## src/rtl/pmc_pkg.sv

```systemverilog
package pmc_pkg;

    typedef enum logic [1:0] {
        PM_RUN   = 2'd0,
        PM_IDLE  = 2'd1,
        PM_SLEEP = 2'd2,
        PM_WAKE  = 2'd3
    } pm_state_t;

    typedef enum logic [1:0] {
        WK_NONE = 2'd0,
        WK_IRQ  = 2'd1,
        WK_WDT  = 2'd2,
        WK_RST  = 2'd3
    } wake_cause_t;

    localparam logic MODE_SLEEP = 1'b0;
    localparam logic MODE_IDLE  = 1'b1;

    typedef struct packed {
        logic cpu;
        logic periph;
        logic osc;
        logic fscm;
        logic lprc;
    } clk_en_t;

    // watchdog time-out outranks a plain interrupt
    function automatic wake_cause_t pick_cause(input logic irq, input logic wdt);
        if (wdt)      return WK_WDT;
        else if (irq) return WK_IRQ;
        else          return WK_NONE;
    endfunction

    function automatic clk_en_t gate_for(input pm_state_t s, input logic wdt_on);
        clk_en_t g;
        case (s)
            PM_RUN:   g = '{cpu: 1'b1, periph: 1'b1, osc: 1'b1, fscm: 1'b1, lprc: 1'b1};
            PM_IDLE:  g = '{cpu: 1'b0, periph: 1'b1, osc: 1'b1, fscm: 1'b1, lprc: 1'b1};
            PM_SLEEP: g = '{cpu: 1'b0, periph: 1'b0, osc: 1'b0, fscm: 1'b0, lprc: wdt_on};
            default:  g = '{cpu: 1'b0, periph: 1'b0, osc: 1'b1, fscm: 1'b0, lprc: 1'b1};
        endcase
        return g;
    endfunction

endpackage

```

## src/rtl/pmc_fsm.sv

```systemverilog
module pmc_fsm
    import pmc_pkg::*;
#(
    parameter int SETTLE_CYCLES = 16
) (
    input  logic        clk,
    input  logic        rst,
    input  logic        req_valid,
    input  logic        req_mode,
    input  logic        irq_wake,
    input  logic        wdt_wake,
    output pm_state_t   state,
    output wake_cause_t cause
);
    localparam int CNT_W = (SETTLE_CYCLES > 1) ? $clog2(SETTLE_CYCLES) : 1;

    pm_state_t   state_q;
    wake_cause_t cause_q;
    logic        settle_done;
    logic        wake_ev;

    assign wake_ev = irq_wake | wdt_wake;

    generate
        if (SETTLE_CYCLES > 1) begin : g_settle_cnt
            logic [CNT_W-1:0] cnt_q;
            always_ff @(posedge clk) begin
                if (rst || state_q != PM_WAKE) cnt_q <= '0;
                else if (!settle_done)         cnt_q <= cnt_q + 1'b1;
            end
            assign settle_done = (cnt_q == CNT_W'(SETTLE_CYCLES - 1));
        end else begin : g_settle_none
            assign settle_done = 1'b1;
        end
    endgenerate

    always_ff @(posedge clk) begin
        if (rst) begin
            state_q <= PM_RUN;
            cause_q <= WK_RST;
        end else begin
            case (state_q)
                PM_RUN: begin
                    if (req_valid) begin
                        if (wake_ev)                    cause_q <= pick_cause(irq_wake, wdt_wake);
                        else if (req_mode == MODE_IDLE) state_q <= PM_IDLE;
                        else                            state_q <= PM_SLEEP;
                    end
                end
                PM_IDLE: begin
                    if (wake_ev) begin
                        state_q <= PM_RUN;
                        cause_q <= pick_cause(irq_wake, wdt_wake);
                    end
                end
                PM_SLEEP: begin
                    if (wake_ev) begin
                        state_q <= PM_WAKE;
                        cause_q <= pick_cause(irq_wake, wdt_wake);
                    end
                end
                default: begin
                    if (settle_done) state_q <= PM_RUN;
                end
            endcase
        end
    end

    assign state = state_q;
    assign cause = cause_q;

    assert_reset_run_R11: assert property (@(posedge clk)
        rst |=> (state_q == PM_RUN && cause_q == WK_RST));
    assert_idle_exit_R6: assert property (@(posedge clk) disable iff (rst)
        (state_q == PM_IDLE && wake_ev) |=> state_q == PM_RUN);
    assert_sleep_exit_R6: assert property (@(posedge clk) disable iff (rst)
        (state_q == PM_SLEEP && wake_ev) |=> state_q == PM_WAKE);
    assert_sleep_hold_R8: assert property (@(posedge clk) disable iff (rst)
        (state_q == PM_SLEEP && !wake_ev) |=> (state_q == PM_SLEEP && $stable(cause_q)));
    assert_settle_hold_R7: assert property (@(posedge clk) disable iff (rst)
        (state_q == PM_WAKE && !settle_done) |=> (state_q == PM_WAKE && $stable(cause_q)));
    assert_cancel_R9: assert property (@(posedge clk) disable iff (rst)
        (state_q == PM_RUN && req_valid && wake_ev) |=> state_q == PM_RUN);
endmodule

```

## src/rtl/pmc_src.sv

```systemverilog
module pmc_src #(
    parameter int              SRC_W       = 2,
    parameter logic [SRC_W-1:0] DEFAULT_SRC = '0
) (
    input  logic             clk,
    input  logic             rst,
    input  logic             in_run,
    input  logic             sw_valid,
    input  logic [SRC_W-1:0] sw_sel,
    output logic [SRC_W-1:0] src
);
    logic [SRC_W-1:0] src_q;

    always_ff @(posedge clk) begin
        if (rst)                     src_q <= DEFAULT_SRC;
        else if (in_run && sw_valid) src_q <= sw_sel;
    end

    assign src = src_q;

    assert_src_held_R10: assert property (@(posedge clk) disable iff (rst)
        !in_run |=> $stable(src_q));
endmodule

```

## src/rtl/pmc_gate.sv

```systemverilog
module pmc_gate
    import pmc_pkg::*;
(
    input  pm_state_t state,
    input  logic      wdt_enabled,
    input  logic      req_valid,
    input  logic      req_mode,
    output clk_en_t   en,
    output logic      wdt_clear
);
    always_comb begin
        en        = gate_for(state, wdt_enabled);
        wdt_clear = (state == PM_RUN) && req_valid && (req_mode == MODE_SLEEP) && wdt_enabled;
    end
endmodule

```

## src/rtl/pmc_top.sv

```systemverilog
module pmc_top
    import pmc_pkg::*;
#(
    parameter int               SETTLE_CYCLES = 16,
    parameter int               SRC_W         = 2,
    parameter logic [SRC_W-1:0] DEFAULT_SRC   = '0
) (
    input  logic             clk,
    input  logic             rst,
    input  logic             req_valid,
    input  logic             req_mode,
    input  logic             irq_wake,
    input  logic             wdt_timeout,
    input  logic             wdt_enabled,
    input  logic             src_sw_valid,
    input  logic [SRC_W-1:0] src_sw_sel,
    output logic             cpu_clk_en,
    output logic             periph_clk_en,
    output logic             osc_en,
    output logic             fscm_en,
    output logic             lprc_en,
    output logic             wdt_clear,
    output logic [SRC_W-1:0] active_src,
    output logic [1:0]       wake_cause
);
    pm_state_t   state;
    wake_cause_t cause;
    clk_en_t     en;

    pmc_fsm #(.SETTLE_CYCLES(SETTLE_CYCLES)) u_fsm (
        .clk       (clk),
        .rst       (rst),
        .req_valid (req_valid),
        .req_mode  (req_mode),
        .irq_wake  (irq_wake),
        .wdt_wake  (wdt_timeout),
        .state     (state),
        .cause     (cause)
    );

    pmc_src #(.SRC_W(SRC_W), .DEFAULT_SRC(DEFAULT_SRC)) u_src (
        .clk      (clk),
        .rst      (rst),
        .in_run   (state == PM_RUN),
        .sw_valid (src_sw_valid),
        .sw_sel   (src_sw_sel),
        .src      (active_src)
    );

    pmc_gate u_gate (
        .state       (state),
        .wdt_enabled (wdt_enabled),
        .req_valid   (req_valid),
        .req_mode    (req_mode),
        .en          (en),
        .wdt_clear   (wdt_clear)
    );

    assign cpu_clk_en    = en.cpu;
    assign periph_clk_en = en.periph;
    assign osc_en        = en.osc;
    assign fscm_en       = en.fscm;
    assign lprc_en       = en.lprc;
    assign wake_cause    = cause;

    assert_cpu_needs_osc_R2: assert property (@(posedge clk) disable iff (rst)
        cpu_clk_en |-> (osc_en && periph_clk_en && fscm_en));
    assert_fscm_needs_osc_R2: assert property (@(posedge clk) disable iff (rst)
        fscm_en |-> osc_en);
    assert_clear_then_sleep_R5: assert property (@(posedge clk) disable iff (rst)
        (wdt_clear && !irq_wake && !wdt_timeout) |=> (!osc_en && !cpu_clk_en));
    assert_lprc_sleep_R4: assert property (@(posedge clk) disable iff (rst)
        (!osc_en && !wdt_enabled) |-> !lprc_en);
endmodule

```

## config.mk

```make
export PLATFORM = sky130hd
export DESIGN_NAME = pmc_top
export DESIGN_NICKNAME = d
export VERILOG_FILES = /design/src/rtl/pmc_pkg.sv /design/src/rtl/pmc_fsm.sv /design/src/rtl/pmc_src.sv /design/src/rtl/pmc_gate.sv /design/src/rtl/pmc_top.sv
export SDC_FILE = /design/constraint.sdc
export NUM_CORES = 1
export LEC_CHECK = 0
export ABC_AREA = 1
export BUFFER_PORTS_ARGS = -buffer_cell sky130_fd_sc_hd__buf_2
export CAP_MARGIN = 15
export CELL_PAD_IN_SITES_DETAIL_PLACEMENT = 1
export CELL_PAD_IN_SITES_GLOBAL_PLACEMENT = 2
export CORE_MARGIN = 2
export CORE_UTILIZATION = 25
export CTS_BUF_LIST = sky130_fd_sc_hd__clkbuf_4
export DETAILED_ROUTE_END_ITERATION = 10
export GPL_ROUTABILITY_DRIVEN = 1
export HOLD_SLACK_MARGIN = 0.02
export PLACE_DENSITY_LB_ADDON = 0.15
export SKIP_CTS_REPAIR_TIMING = 1
export SYNTH_ARGS = -nofsm -noshare
export SYNTH_HDL_FRONTEND = slang
export SYNTH_HIERARCHICAL = 1
export SYNTH_SLANG_ARGS = --single-unit
```

## constraint.sdc

```tcl
create_clock -name clk -period 1.71 [get_ports clk]
set_clock_uncertainty 0.15 [all_clocks]
set_input_delay 0.171 -clock clk [delete_from_list [all_inputs] [get_ports clk]]
set_output_delay 0.171 -clock clk [all_outputs]
set_load 0.1 [all_outputs]
```

# After elaboration in Yosys (flattened, before gate mapping)
# Index checks and enable logic that the tools add are counted.
[op_classes]
eq_ne = 8
bitwise_logic = 2
n_shift = 0
n_div = 0
mux = 13
n_addsub = 1
magnitude_cmp = 0
n_reduce_logical = 11
mul = 0
[ops]
columns = ["cell", "count"]
rows = [
  ["$mux W2", 9],
  ["$pmux W5 S3", 1],
  ["$ne A2 B2 Y1 const B", 3],
  ["$pmux W2 S3", 1],
  ["$reduce_and A5 Y1", 1],
  ["$add A4 B1 Y4 const B", 1],
  ["$eq A4 B4 Y1 const B", 1],
  ["$logic_and A1 B1 Y1", 4],
  ["$ne A2 B1 Y1 const B", 2],
  ["$pmux W2 S2", 1],
  ["$reduce_bool A4 Y1", 1],
  ["$eq A2 B1 Y1 const B", 1],
  ["$eq A2 B2 Y1 const B", 1],
  ["$logic_not A2 Y1", 1],
  ["$reduce_and A2 Y1", 1],
  ["$reduce_bool A2 Y1", 1],
  ["$reduce_or A2 Y1", 1],
  ["$logic_or A1 B1 Y1", 1],
  ["$mux W1", 1],
  ["$not A1 Y1", 1],
  ["$or A1 B1 Y1", 1],
]
[totals]
out_inout_bits = 10
regBits = 10
elab_cells = 39
rom_bits = 0
input_bits = 10
mem_bits_rw = 0
latch_bits = 0
memories = 0

# Depth between registers and ports, before layout
# Gate-level depths: netlist of run 1.
[depth]
depth_word = 5
depth_mapped = 8
depth_no_buf = 8

# Modules after synthesis
# The synthesis of run 1 kept the hierarchy.
[by_module_without_submodules]
columns = ["module", "cells_per_inst", "area_per_inst_um2", "instances", "seq_area_each_um2"]
rows = [
  ["pmc_fsm", 58, 402.9, 1, 160.2],
  ["pmc_src", 14, 87.6, 1, 40.0],
  ["pmc_gate", 10, 53.8, 1, 0.0],
  ["pmc_top", 1, 3.8, 1, 0.0],
]

# Worst setup path before layout of run 1
# OpenSTA, ideal clock, no wires.
[synth_path]
path_type = "reg2out"
start = "register u_fsm.state_q[1], in the netlist u_fsm/state[1]"
end = "output port wdt_clear"
slack_ns = -0.264
arrival_time_ns = 1.653
required_time_ns = 1.389
path_stages_with_launch = 4
path_buffers = 0
path_cell_list = "dfxtp_1 -> inv_2 -> nand2_2 -> nor2_2"
[synth_via]
elab_chain_cells = 4
[synth_rtl]
columns = ["element", "line_no", "text"]
rows = [
  ["start, declared", "pmc_fsm.sv:17", "pm_state_t state_q;"],
  ["start signal, assigned", "pmc_fsm.sv:39", "state_q <= PM_RUN;"],
  ["start signal, assigned", "pmc_fsm.sv:46", "else if (req_mode == MODE_IDLE) state_q <= PM_IDLE;"],
  ["start signal, assigned", "pmc_fsm.sv:47", "else state_q <= PM_SLEEP;"],
  ["$logic_not A2 Y1", "pmc_gate.sv:13", "wdt_clear = (state == PM_RUN) && req_valid && (req_mode == MODE_SLEEP) && wdt_enabled;"],
  ["$logic_and A1 B1 Y1 (3 in series)", "pmc_gate.sv:13", ""],
  ["end, declared", "pmc_top.sv:22", "output logic wdt_clear,"],
]
# No other way between the ends.

# Final worst setup path of run 1
[layout_path]
start = "register u_fsm.state_q[1], in the netlist u_fsm/state[1]"
end = "output port cpu_clk_en"
[layout_via]
elab_chain_cells = 2
word_cells_on_any_way = 4
cone_classes = "2 x eq/ne; 1 x mux; 1 x reduce/logical"
[layout_rtl]
columns = ["element", "line_no", "text"]
rows = [
  ["$eq A2 B2 Y1, or another cell as far along", "pmc_pkg.sv:37", "case (s)"],
  ["$pmux W5 S3 (*)", "pmc_pkg.sv:37", ""],
  ["end, declared", "pmc_top.sv:17", "output logic cpu_clk_en,"],
]
# Every way passes the cells marked *; elsewhere a longest branch is shown, timed or not.

==> impl_results.md, run 1 <==
- Final worst slack: 98.8 ps
- CP max stage cell: buf_2
- Die area: roughly 2600 um2
- Clock Latency Late Sink: 260 ps
- Mux share of post-synthesis cell area: 0
- Final critical-path share of the clock period: 0.942
- Syn Nets: 94
- Met1 wire length: ~640 um
- Die height: 50.8 um
- Synth Instances: 83
- Area grow syn2layout: 36.3%
- Largest family of logic cells by synthesized area: simple AND/OR/NAND/NOR gates
- Share of layout cells above drive strength 1: 0.312
- CP max FO: 7
- Clk slew on worst S/H paths: 70 ps
- Starting Density: 0.271
- CP startpoint: u_fsm/state[1]$_SDFFE_PP0P_
- Yosys reg bits: 10
- Worst slew pin tran: 488 ps
- DR vias: 577
- Max Cap Viol: 0
- DP Worst Slack: 326 ps
- Via density: 4.24
- Placer congestion estimate: around 0.76
- I/O pin total: 20
- Hold violation total from the final report: 0
- CTS tree: yes
- Root Buffer: clkbuf_4
- Area share of the largest cell type after synthesis: 0.365
- Psw: 0.000440 W
- Worst r2r src: u_fsm/state[1]$_SDFFE_PP0P_
- Fmax: 0.621 GHz
- Clock network power share: 0.194
- Die width: 50.8 um
- Leakage: 0.370 nW
- TritonCTS buffer count: 3
- Worst Hold Class: input pin to flop
- N_diodes: 0
- Sw Ratio: 0.512
- CP arrival: 1290 ps
- DRC: 0
- Final #Nets: ~120
- DRT Pass-1 Iters: 3
- Yosys warns: 6
- First-pass GRT wire length: 2170 um
- Placed cells: 128
- Critical path required time: 1390 ps
- Pwr Density: 1150 nW/um2
- Avg WL per Cell: ~9.5 um
- Clock tree buffer depth: 2
- Internal power: 0.000419 W
- Clk sinks: 10
- Critical Path Max Stage Delay: 410 ps
- Cell variety after synth: 21
- Placeable Area: 2020 um2
- Hold Path Origin: rst
- Placed instance area: between 600 and 700 um2
- Number of global-route vias before repair: 516
- Total power draw: approximately 0.00086 W
- Comb pwr share: 0.488
- Post-synth top area cell: dfxtp_1
- H-tree depth: 1
- Count of pins over their slew limit: 0
- Post-route minimum period: 1610 ps
- Final Setup Violations: 0
- Sequential share of the synthesized area: 0.365
- Most common cell after layout, fill and taps aside: nand2_1
- Relative max-transition margin: 0.677
- Finished Cell Area: 747 um2
- Worst Hold Depth: 4
- Post-synthesis adder-cell area fraction: 0.0228
- Std-Cell Rows: 16
- Pin count of the biggest net entering global routing: 8
- Antenna violations before repair: 0
- Post-Synthesis Cell Area: 548 um2
- Overflow after GRT: 0
- RSZ-0062 raised after global routing: false
- Post-Synth Simple-Gate Area: 0.395
- Worst setup SP type: flop
- CP Class: flop to primary output
- Area contributors post-synth: dfxtp_1, nand2_1, inv_1
- Antenna viol nets, final: 0
- Status: finished clean
- Routed length on met2: 581 um
- Top layer in use: met3
- Register-to-Register Path Depth: 6
- Post-Route WL: approximately 1300 um
- Commonest cells after routing, fill and taps aside: nand2_1, buf_2, inv_1
- Iter 0 DRT Violations: 10
- Compound-gate portion of the synthesized area: 0.0639
- Crit path cell chain: inv_2, nand2_2, clkinvlp_4, buf_2
- Post-Synth XOR/XNOR Area: 0.0160
- VDD IR-drop max: 0.451 mV
- I/O Buffers: 19
- WL met3: 70 um
- CP Capture Type: primary output
- Final HPWL DP: 1070 um
- Part of the power in registers: 0.318
- Gr usage total: 0.113
- Hold slack: 18.2 ps
- Synthesized area per cell: ~6.6 um2
- Cell Count, Final, Fillers Out: 136
kinds of logic after synthesis:
group	count (synthesis)
compound gates	6
xor+xnor	1
fa+ha+maj	1
buf+inv	18
flops	10
simple gates	47
area by class of cell:
cell class / instances / area, um2
multi-input cells: 55 / 278
inverters: 17 / 71.3
fillers: 276 / 1270
flip-flops and latches: 10 / 200
well taps: 27 / 33.8
clock buffers: 3 / 22.5
repair buffers: 23 / 138
clock inverters: 1 / 3.75
worst paths after layout:
kind	slack (ps)	end
hold reg to reg	310	u_fsm/cause[1]$_SDFFE_PP1P_
setup / recovery	100	cpu_clk_en
hold / removal	20	u_src/src[1]$_SDFFE_PP0P_
setup reg to reg	100	u_src/src[0]$_SDFFE_PP0P_
synthesized netlist by cell type:
library cell	n
ha_1	1
nand3b_1	1
a21oi_1	4
xnor2_1	1
dfxtp_1	10
nor2_2	2
a211oi_1	1
nand2_2	4
nand4_1	1
buf_4	1
inv_1	13
inv_2	2
nor2_1	8
o211ai_1	1
or2_1	1
inv_4	1
nand3_2	1
nand2_1	21
clkinv_2	1
nor3_1	1
nand3_1	7
flip-flops by register name (all words and copies together) (netlist names):
register and count:
u_fsm/g_settle_cnt.cnt_q 4, u_fsm/state 2, u_fsm/cause 2, u_src/src 2
metrics by stage:
step | util | TNS [ps]
2_1_floorplan | - | -17.5
3_3_place_gp | 0.335 | 0
3_5_place_dp | 0.335 | 0
4_1_cts | 0.348 | 0
5_1_grt | 0.369 | 0
6_report | 0.369 | 0
routing by layer:
layer,global-route usage,vias up
met4,0.0676,0
met3,0.0263,0
met1,0.151,254
met2,0.164,18
li1,-,305
met5,0,-
power by group through the flow:
stage / Sequential (W) / Combinational [W] / Clock [W]
after floorplan: 0.000368 / 0.000262 / 0
after global placement: 0.000276 / 0.000413 / 0
after detailed placement: 0.000279 / 0.000412 / 0
after CTS: 0.000273 / 0.000413 / 0.000175
after global routing: 0.000276 / 0.000449 / 0.000194
final: 0.000273 / 0.000419 / 0.000167
worst max-delay path: cells and delay by family, from the launching register on:
family | cells | cell delay [ps]
buffers and inverters | 3 | 560
DFF | 1 | 370
and+or+nand+nor | 1 | 90
Note: power is estimated with default switching activity, not from simulation.
==> run 2, diff against run 1 <==
Settings changed: RECOVER_POWER from default to 25.
==> impl_results.md, run 2 (synthesis gave the netlist of run 1 again) <==
- Std-Cell Rows: 16 (unchanged)
- Part of the power in registers: 0.318 (about the same)
- Post-route minimum period: 1610 ps (unchanged)
- VDD IR-drop max: 0.451 mV (unchanged)
- DRC: 0 (unchanged)
- CP arrival: 1290 ps (about the same)
- Avg WL per Cell: 9.49 um (was 9.47 um)
- Final #Nets: 121 (unchanged)
- Final Setup Violations: 0 (unchanged)
- Fmax: 0.621 GHz (unchanged)
- Final critical-path share of the clock period: 0.942 (unchanged)
- Placed instance area: 678 um2 (unchanged)
- Final HPWL DP: 1070 um (unchanged)
- Gr usage total: 0.113 (unchanged)
- Biggest register: u_fsm/g_settle_cnt.cnt_q (unchanged)
- DR vias: 575 (was 577)
- I/O Buffers: 19 (unchanged)
- Finished Cell Area: 742 um2 (was 747 um2)
- Crit path cell chain: inv_2, nand2_2, clkinvlp_4, buf_2 (unchanged)
- Worst Hold Class: input pin to flop (unchanged)
- Sw Ratio: 0.512 (about the same)
- Antenna viol nets, final: 0 (unchanged)
- Die height: 50.8 um (unchanged)
- Placer congestion estimate: 0.759 (unchanged)
- Leakage: 0.363 nW (was 0.370 nW)
- Die area: 2580 um2 (unchanged)
- Number of global-route vias before repair: 516 (unchanged)
- DRT Pass-1 Iters: 3 (unchanged)
- CTS tree: yes (unchanged)
- Clock network power share: 0.194 (about the same)
- Worst setup SP type: flop (unchanged)
- Internal power: 0.000419 W (about the same)
- Overflow after GRT: 0 (unchanged)
- Area grow syn2layout: 35.4% (was 36.3%)
- Count of pins over their slew limit: 0 (unchanged)
- Most common cell after layout, fill and taps aside: nand2_1 (unchanged)
- Comb pwr share: 0.489 (was 0.488)
- Hold slack: 18.4 ps (was 18.2 ps)
- Psw: 0.000440 W (about the same)
- Critical Path Max Stage Delay: 410 ps (about the same)
- Share of layout cells above drive strength 1: 0.303 (was 0.312)
- Root Buffer: clkbuf_4 (unchanged)
- Iter 0 DRT Violations: 9 (was 10)
- Starting Density: 0.271 (unchanged)
- H-tree depth: 1 (unchanged)
- Post-Route WL: 1290 um (about the same)
- CP max FO: 7 (unchanged)
- Worst slew pin tran: 488 ps (about the same)
- First-pass GRT wire length: 2170 um (unchanged)
- CP Class: flop to primary output (unchanged)
- Fillers: 277 (was 276)
- Clk sinks: 10 (unchanged)
- Hold violation total from the final report: 0 (unchanged)
- Pin count of the biggest net entering global routing: 8 (unchanged)
- Placeable Area: 2020 um2 (unchanged)
- TritonCTS buffer count: 3 (unchanged)
- I/O pin total: 20 (unchanged)
- CP Capture Type: primary output (unchanged)
- Commonest cells after routing, fill and taps aside: nand2_1, buf_2, inv_1 (unchanged)
- Clock tree buffer depth: 2 (unchanged)
- Status: finished clean (unchanged)
- Critical path required time: 1390 ps (about the same)
- Pwr Density: 1160 nW/um2 (was 1150 nW/um2)
- CP max stage cell: buf_2 (unchanged)
- Die width: 50.8 um (unchanged)
- Sum Neg Setup Slack: 0 ps (unchanged)
- Antenna violations before repair: 0 (unchanged)
- Max reg flops: 4 (unchanged)
- N_diodes: 0 (unchanged)
- Via density: 4.23 (was 4.24)
- Max Cap Viol: 0 (unchanged)
- Clock Latency Late Sink: 260 ps (about the same)
- Clk slew on worst S/H paths: 70 ps (about the same)
- Relative max-transition margin: 0.677 (unchanged)
- RSZ-0062 raised after global routing: false (unchanged)
==> run 2: cell types whose count changed in the layout (fill, tap and decap cells not counted), sizes merged <==
| cell | delta |
|---|---|
| clkinv | -1 |
| clkinvlp | +1 |
==> run 2: metrics by stage <==
stage | std cells | power (W) | setup slack [ps] | util
finish | 136 | 0.000858 | 98.8 | 0.367
global placement | 128 | 0.000689 | 360 | 0.335
detailed placement | 128 | 0.000691 | 326 | 0.335
CTS | 132 | 0.000861 | 36.0 | 0.348
global route | 136 | 0.000919 | 13.2 | 0.367
floorplan | 83 | 0.000630 | -17.5 | -
==> run 2: worst paths after layout <==
check | startpoint | to | slack [ps] | cells past startpoint
worst max-delay path | u_fsm/state[1]$_SDFFE_PP0P_ | cpu_clk_en | 100 | 4
worst min-delay path | rst | u_src/src[1]$_SDFFE_PP0P_ | 20 | 4
worst max register to register | u_fsm/state[1]$_SDFFE_PP0P_ | u_src/src[0]$_SDFFE_PP0P_ | 100 | 6
worst min register to register | u_fsm/cause[1]$_SDFFE_PP1P_ | u_fsm/cause[1]$_SDFFE_PP1P_ | 310 | 2
==> run 2: power groups by stage <==
stage / registers, W / logic [W] / clock network (W)
finish: 0.000273 / 0.000419 / 0.000166
floorplan: 0.000368 / 0.000262 / 0
CTS: 0.000273 / 0.000413 / 0.000175
global placement: 0.000276 / 0.000413 / 0
detailed placement: 0.000279 / 0.000412 / 0
global route: 0.000276 / 0.000449 / 0.000194
==> run 2: per-layer routing <==
layer	share of wire	routed length [um]	global-route usage	vias up
met3	0.054	70	0.0263	0
met1	0.49	639	0.151	253
li1	-	-	-	304
met5	0	0	0	-
met2	0.45	580	0.164	18
met4	0	0	0.0676	0
==> run 2: worst max-delay path, delay by kind of cell, from the launching register on <==
kind / cells / cell delay [ps]
buffers and inverters: 3 / 560
DFF: 1 / 370
and+or+nand+nor: 1 / 90
==> run 2: final cells by class <==
type	instances	area [um2]	share of cell area
Clock buffer	3	22.5	0.0304
Clock inverter	1	3.75	0.00506
Inverter	17	71.3	0.0961
Multi-Input combinational cell	55	273	0.368
Sequential cell	10	200	0.270
Tap cell	27	33.8	0.0455
Timing Repair Buffer	23	138	0.185
==> run 3, diff against run 2 <==
Settings changed: ABC_AREA 1 to 0, CORE_UTILIZATION 25 to 26.
==> impl_results.md, run 3 <==
- Area share of the largest cell type after synthesis: 0.417 (was 0.365)
- Biggest register: u_fsm/g_settle_cnt.cnt_q (unchanged)
- CP max FO: 9 (was 7)
- Commonest cells after routing, fill and taps aside: buf_2, nor2_1, dfxtp_1 (was nand2_1, buf_2, inv_1)
- Placer congestion estimate: 0.700 (was 0.759)
- Clk slew on worst S/H paths: 70 ps (about the same)
- Final Util: 0.396 (was 0.367)
- Synthesized area per cell: 8.74 um2 (was 6.60 um2)
- Status: finished clean (unchanged)
- First-pass GRT wire length: 2040 um (was 2170 um)
- Root Buffer: clkbuf_4 (unchanged)
- Critical path required time: 1390 ps (about the same)
- Cell with the most instances after synthesis: dfxtp_1 (was nand2_1)
- I/O pin total: 20 (unchanged)
- Die area: 2210 um2 (was 2580 um2)
- DR vias: 501 (was 575)
- WL met3: 64 um (was 70 um)
- Sequential share of the synthesized area: 0.417 (was 0.365)
- Post-synth top area cell: dfxtp_1 (unchanged)
- CP delay by family, top: flip-flops (was buffers and inverters)
- DRT Pass-1 Iters: 2 (was 3)
- Count of pins over their slew limit: 0 (unchanged)
- Post-route minimum period: 1590 ps (was 1610 ps)
- Internal power: 0.000368 W (was 0.000419 W)
- Via density: 4.86 (was 4.23)
- Syn Nets: 66 (was 94)
- Fmax: 0.630 GHz (was 0.621 GHz)
- Post-Route WL: 1240 um (was 1290 um)
- Commonest cells in the synthesized netlist: dfxtp_1, nor2_1, nand3_1, a21oi_1 (was nand2_1, inv_1, dfxtp_1, nor2_1, nand3_1)
- H-tree depth: 1 (unchanged)
- Post-synthesis async set-or-reset flop share: 0 (unchanged)
- Overflow after GRT: 0 (unchanged)
- Max reg flops: 4 (unchanged)
- Antenna violations before repair: 0 (unchanged)
- CP max stage cell: dfxtp_2 (was buf_2)
- Critical Path Max Stage Delay: 420 ps (was 410 ps)
- N_diodes: 0 (unchanged)
- TritonCTS buffer count: 3 (unchanged)
- Final HPWL DP: 956 um (was 1070 um)
- Reg area: 203 um2 (was 200 um2)
- WP buf/inv: 1 (was 3)
- Area contributors post-synth: dfxtp_1, nor2_1, nand3_1 (was dfxtp_1, nand2_1, inv_1)
- Pwr Density: 843 nW/um2 (was 1160 nW/um2)
- Psw: 0.000209 W (was 0.000440 W)
- CP arrival: 1270 ps (was 1290 ps)
- Final #Nets: 90 (was 121)
- CTS tree: yes (unchanged)
- Die height: 47.0 um (was 50.8 um)
- Pin count of the biggest net entering global routing: 11 (was 8)
- Iter 0 DRT Violations: 5 (was 9)
- Top layer in use: met4 (was met3)
- CP Class: flop to primary output (unchanged)
- DP Worst Slack: 221 ps (was 326 ps)
- Share of layout cells above drive strength 1: 0.385 (was 0.303)
- Most common cell after layout, fill and taps aside: buf_2 (was nand2_1)
- Final worst slack: 122 ps (was 98.8 ps)
- Multi-input logic area: 282 um2 (was 273 um2)
- Worst setup SP type: flop (unchanged)
- Yosys warns: 6 (unchanged)
- Die width: 47.0 um (was 50.8 um)
- Max Cap Viol: 0 (unchanged)
- Final critical-path share of the clock period: 0.929 (was 0.942)
- Routed length on met2: 556 um (was 580 um)
- DRC: 0 (unchanged)
- Top_reg_cell synth: dfxtp_1 (unchanged)
- RSZ-0062 raised after global routing: false (unchanged)
- Clock network power share: 0.286 (was 0.194)
- Hold violation total from the final report: 0 (unchanged)
- Yosys reg bits: 10 (unchanged)
- Worst Hold Class: input pin to flop (unchanged)
- I/O Buffers: 19 (unchanged)
- Clk sinks: 10 (unchanged)
- Comb pwr share: 0.278 (was 0.489)
- Sw Ratio: 0.362 (was 0.512)
- Clock Latency Late Sink: 260 ps (about the same)
- Synth Instances: 55 (was 83)
- Leakage: 0.277 nW (was 0.363 nW)
- Final Setup Violations: 0 (unchanged)
- Std-Cell Rows: 15 (was 16)
- Area grow syn2layout: 42.4% (was 35.4%)
- Avg WL per Cell: 12.0 um (was 9.49 um)
- Post-synth EDFFs: 0 (unchanged)
- Crit path cell chain: nand2b_2, buf_2 (was inv_2, nand2_2, clkinvlp_4, buf_2)
- Starting Density: 0.278 (was 0.271)
- Relative max-transition margin: 0.642 (was 0.677)
- Sum Neg Setup Slack: 0 ps (unchanged)
- Part of the power in registers: 0.436 (was 0.318)
- Cell variety after synth: 26 (was 21)
- Fillers: 224 (was 277)
- Worst slew pin tran: 539 ps (was 488 ps)
- Gr usage total: 0.135 (was 0.113)
- Antenna viol nets, final: 0 (unchanged)
- VDD IR-drop max: 0.366 mV (was 0.451 mV)
- Clock tree buffer depth: 2 (unchanged)
- Placeable Area: 1730 um2 (was 2020 um2)
- CP Capture Type: primary output (unchanged)
- Met1 wire length: 604 um (was 639 um)
- Number of global-route vias before repair: 457 (was 516)
- Post-Synthesis Cell Area: 480 um2 (was 548 um2)
[run 3: logic make-up (layout without fill, tap and decap cells)]
group,after synthesis,in the layout,share of synthesized area
and+or+nand+nor,28,28,0.323
AOI/OAI and AO/OA,11,11,0.164
DFF,10,10,0.417
buffers and inverters,3,26,0.0313
adders and majority gates,1,1,0.0260
xor gates and xnor gates,1,1,0.0182
muxes,1,1,0.0208
[run 3: per-layer routing]
| layer | GRT usage | vias up |
|---|---|---|
| li1 | - | 250 |
| met1 | 0.185 | 236 |
| met2 | 0.186 | 13 |
| met3 | 0.0231 | 2 |
| met4 | 0.100 | 0 |
| met5 | 0 | - |
[run 3: per-stage QoR]
step / std cells / power, W / hold slack [ps] / instance area, um2
after floorplan: 55 / 0.000378 / 82.7 / 499
after global placement: 98 / 0.000415 / 271 / 648
after detailed placement: 98 / 0.000416 / 280 / 648
after CTS: 102 / 0.000587 / -3.67 / 674
after global routing: 103 / 0.000609 / 21.6 / 684
final: 103 / 0.000577 / 7.34 / 684
[run 3: worst paths after layout]
check,startpoint,to,slack [ps],depth (start not counted)
worst max-delay path,u_fsm/state[0]$_SDFFE_PP0P_,osc_en,120,2
worst min-delay path,src_sw_sel[0],u_src/src[0]$_SDFFE_PP0P_,7,3
worst max register to register,u_fsm/state[1]$_SDFFE_PP0P_,u_fsm/cause[1]$_SDFFE_PP1P_,230,3
worst min register to register,u_fsm/cause[1]$_SDFFE_PP1P_,u_fsm/cause[1]$_SDFFE_PP1P_,320,1
[run 3: power by group through the flow]
stage	Sequential [W]	Combinational [W]	Clock [W]
after floorplan	0.000302	0.0000757	0
after global placement	0.000256	0.000159	0
after detailed placement	0.000257	0.000159	0
after CTS	0.000252	0.000160	0.000176
after global routing	0.000253	0.000169	0.000187
final	0.000251	0.000161	0.000165
[run 3: layout make-up]
cell class | count | area share
multi-input cells | 42 | 0.411
inverters | 2 | 0.0110
clock inverters | 1 | 0.00548
flip-flops and latches | 10 | 0.296
repair buffers | 20 | 0.197
well taps | 25 | 0.0457
clock buffers | 3 | 0.0329
[run 3: worst min-delay path, delay by kind of cell]
kind | cells | cell delay [ps]
buffers and inverters | 1 | 100
AND/OR/NAND/NOR | 1 | 50
AO/OA/AOI/OAI | 1 | 50
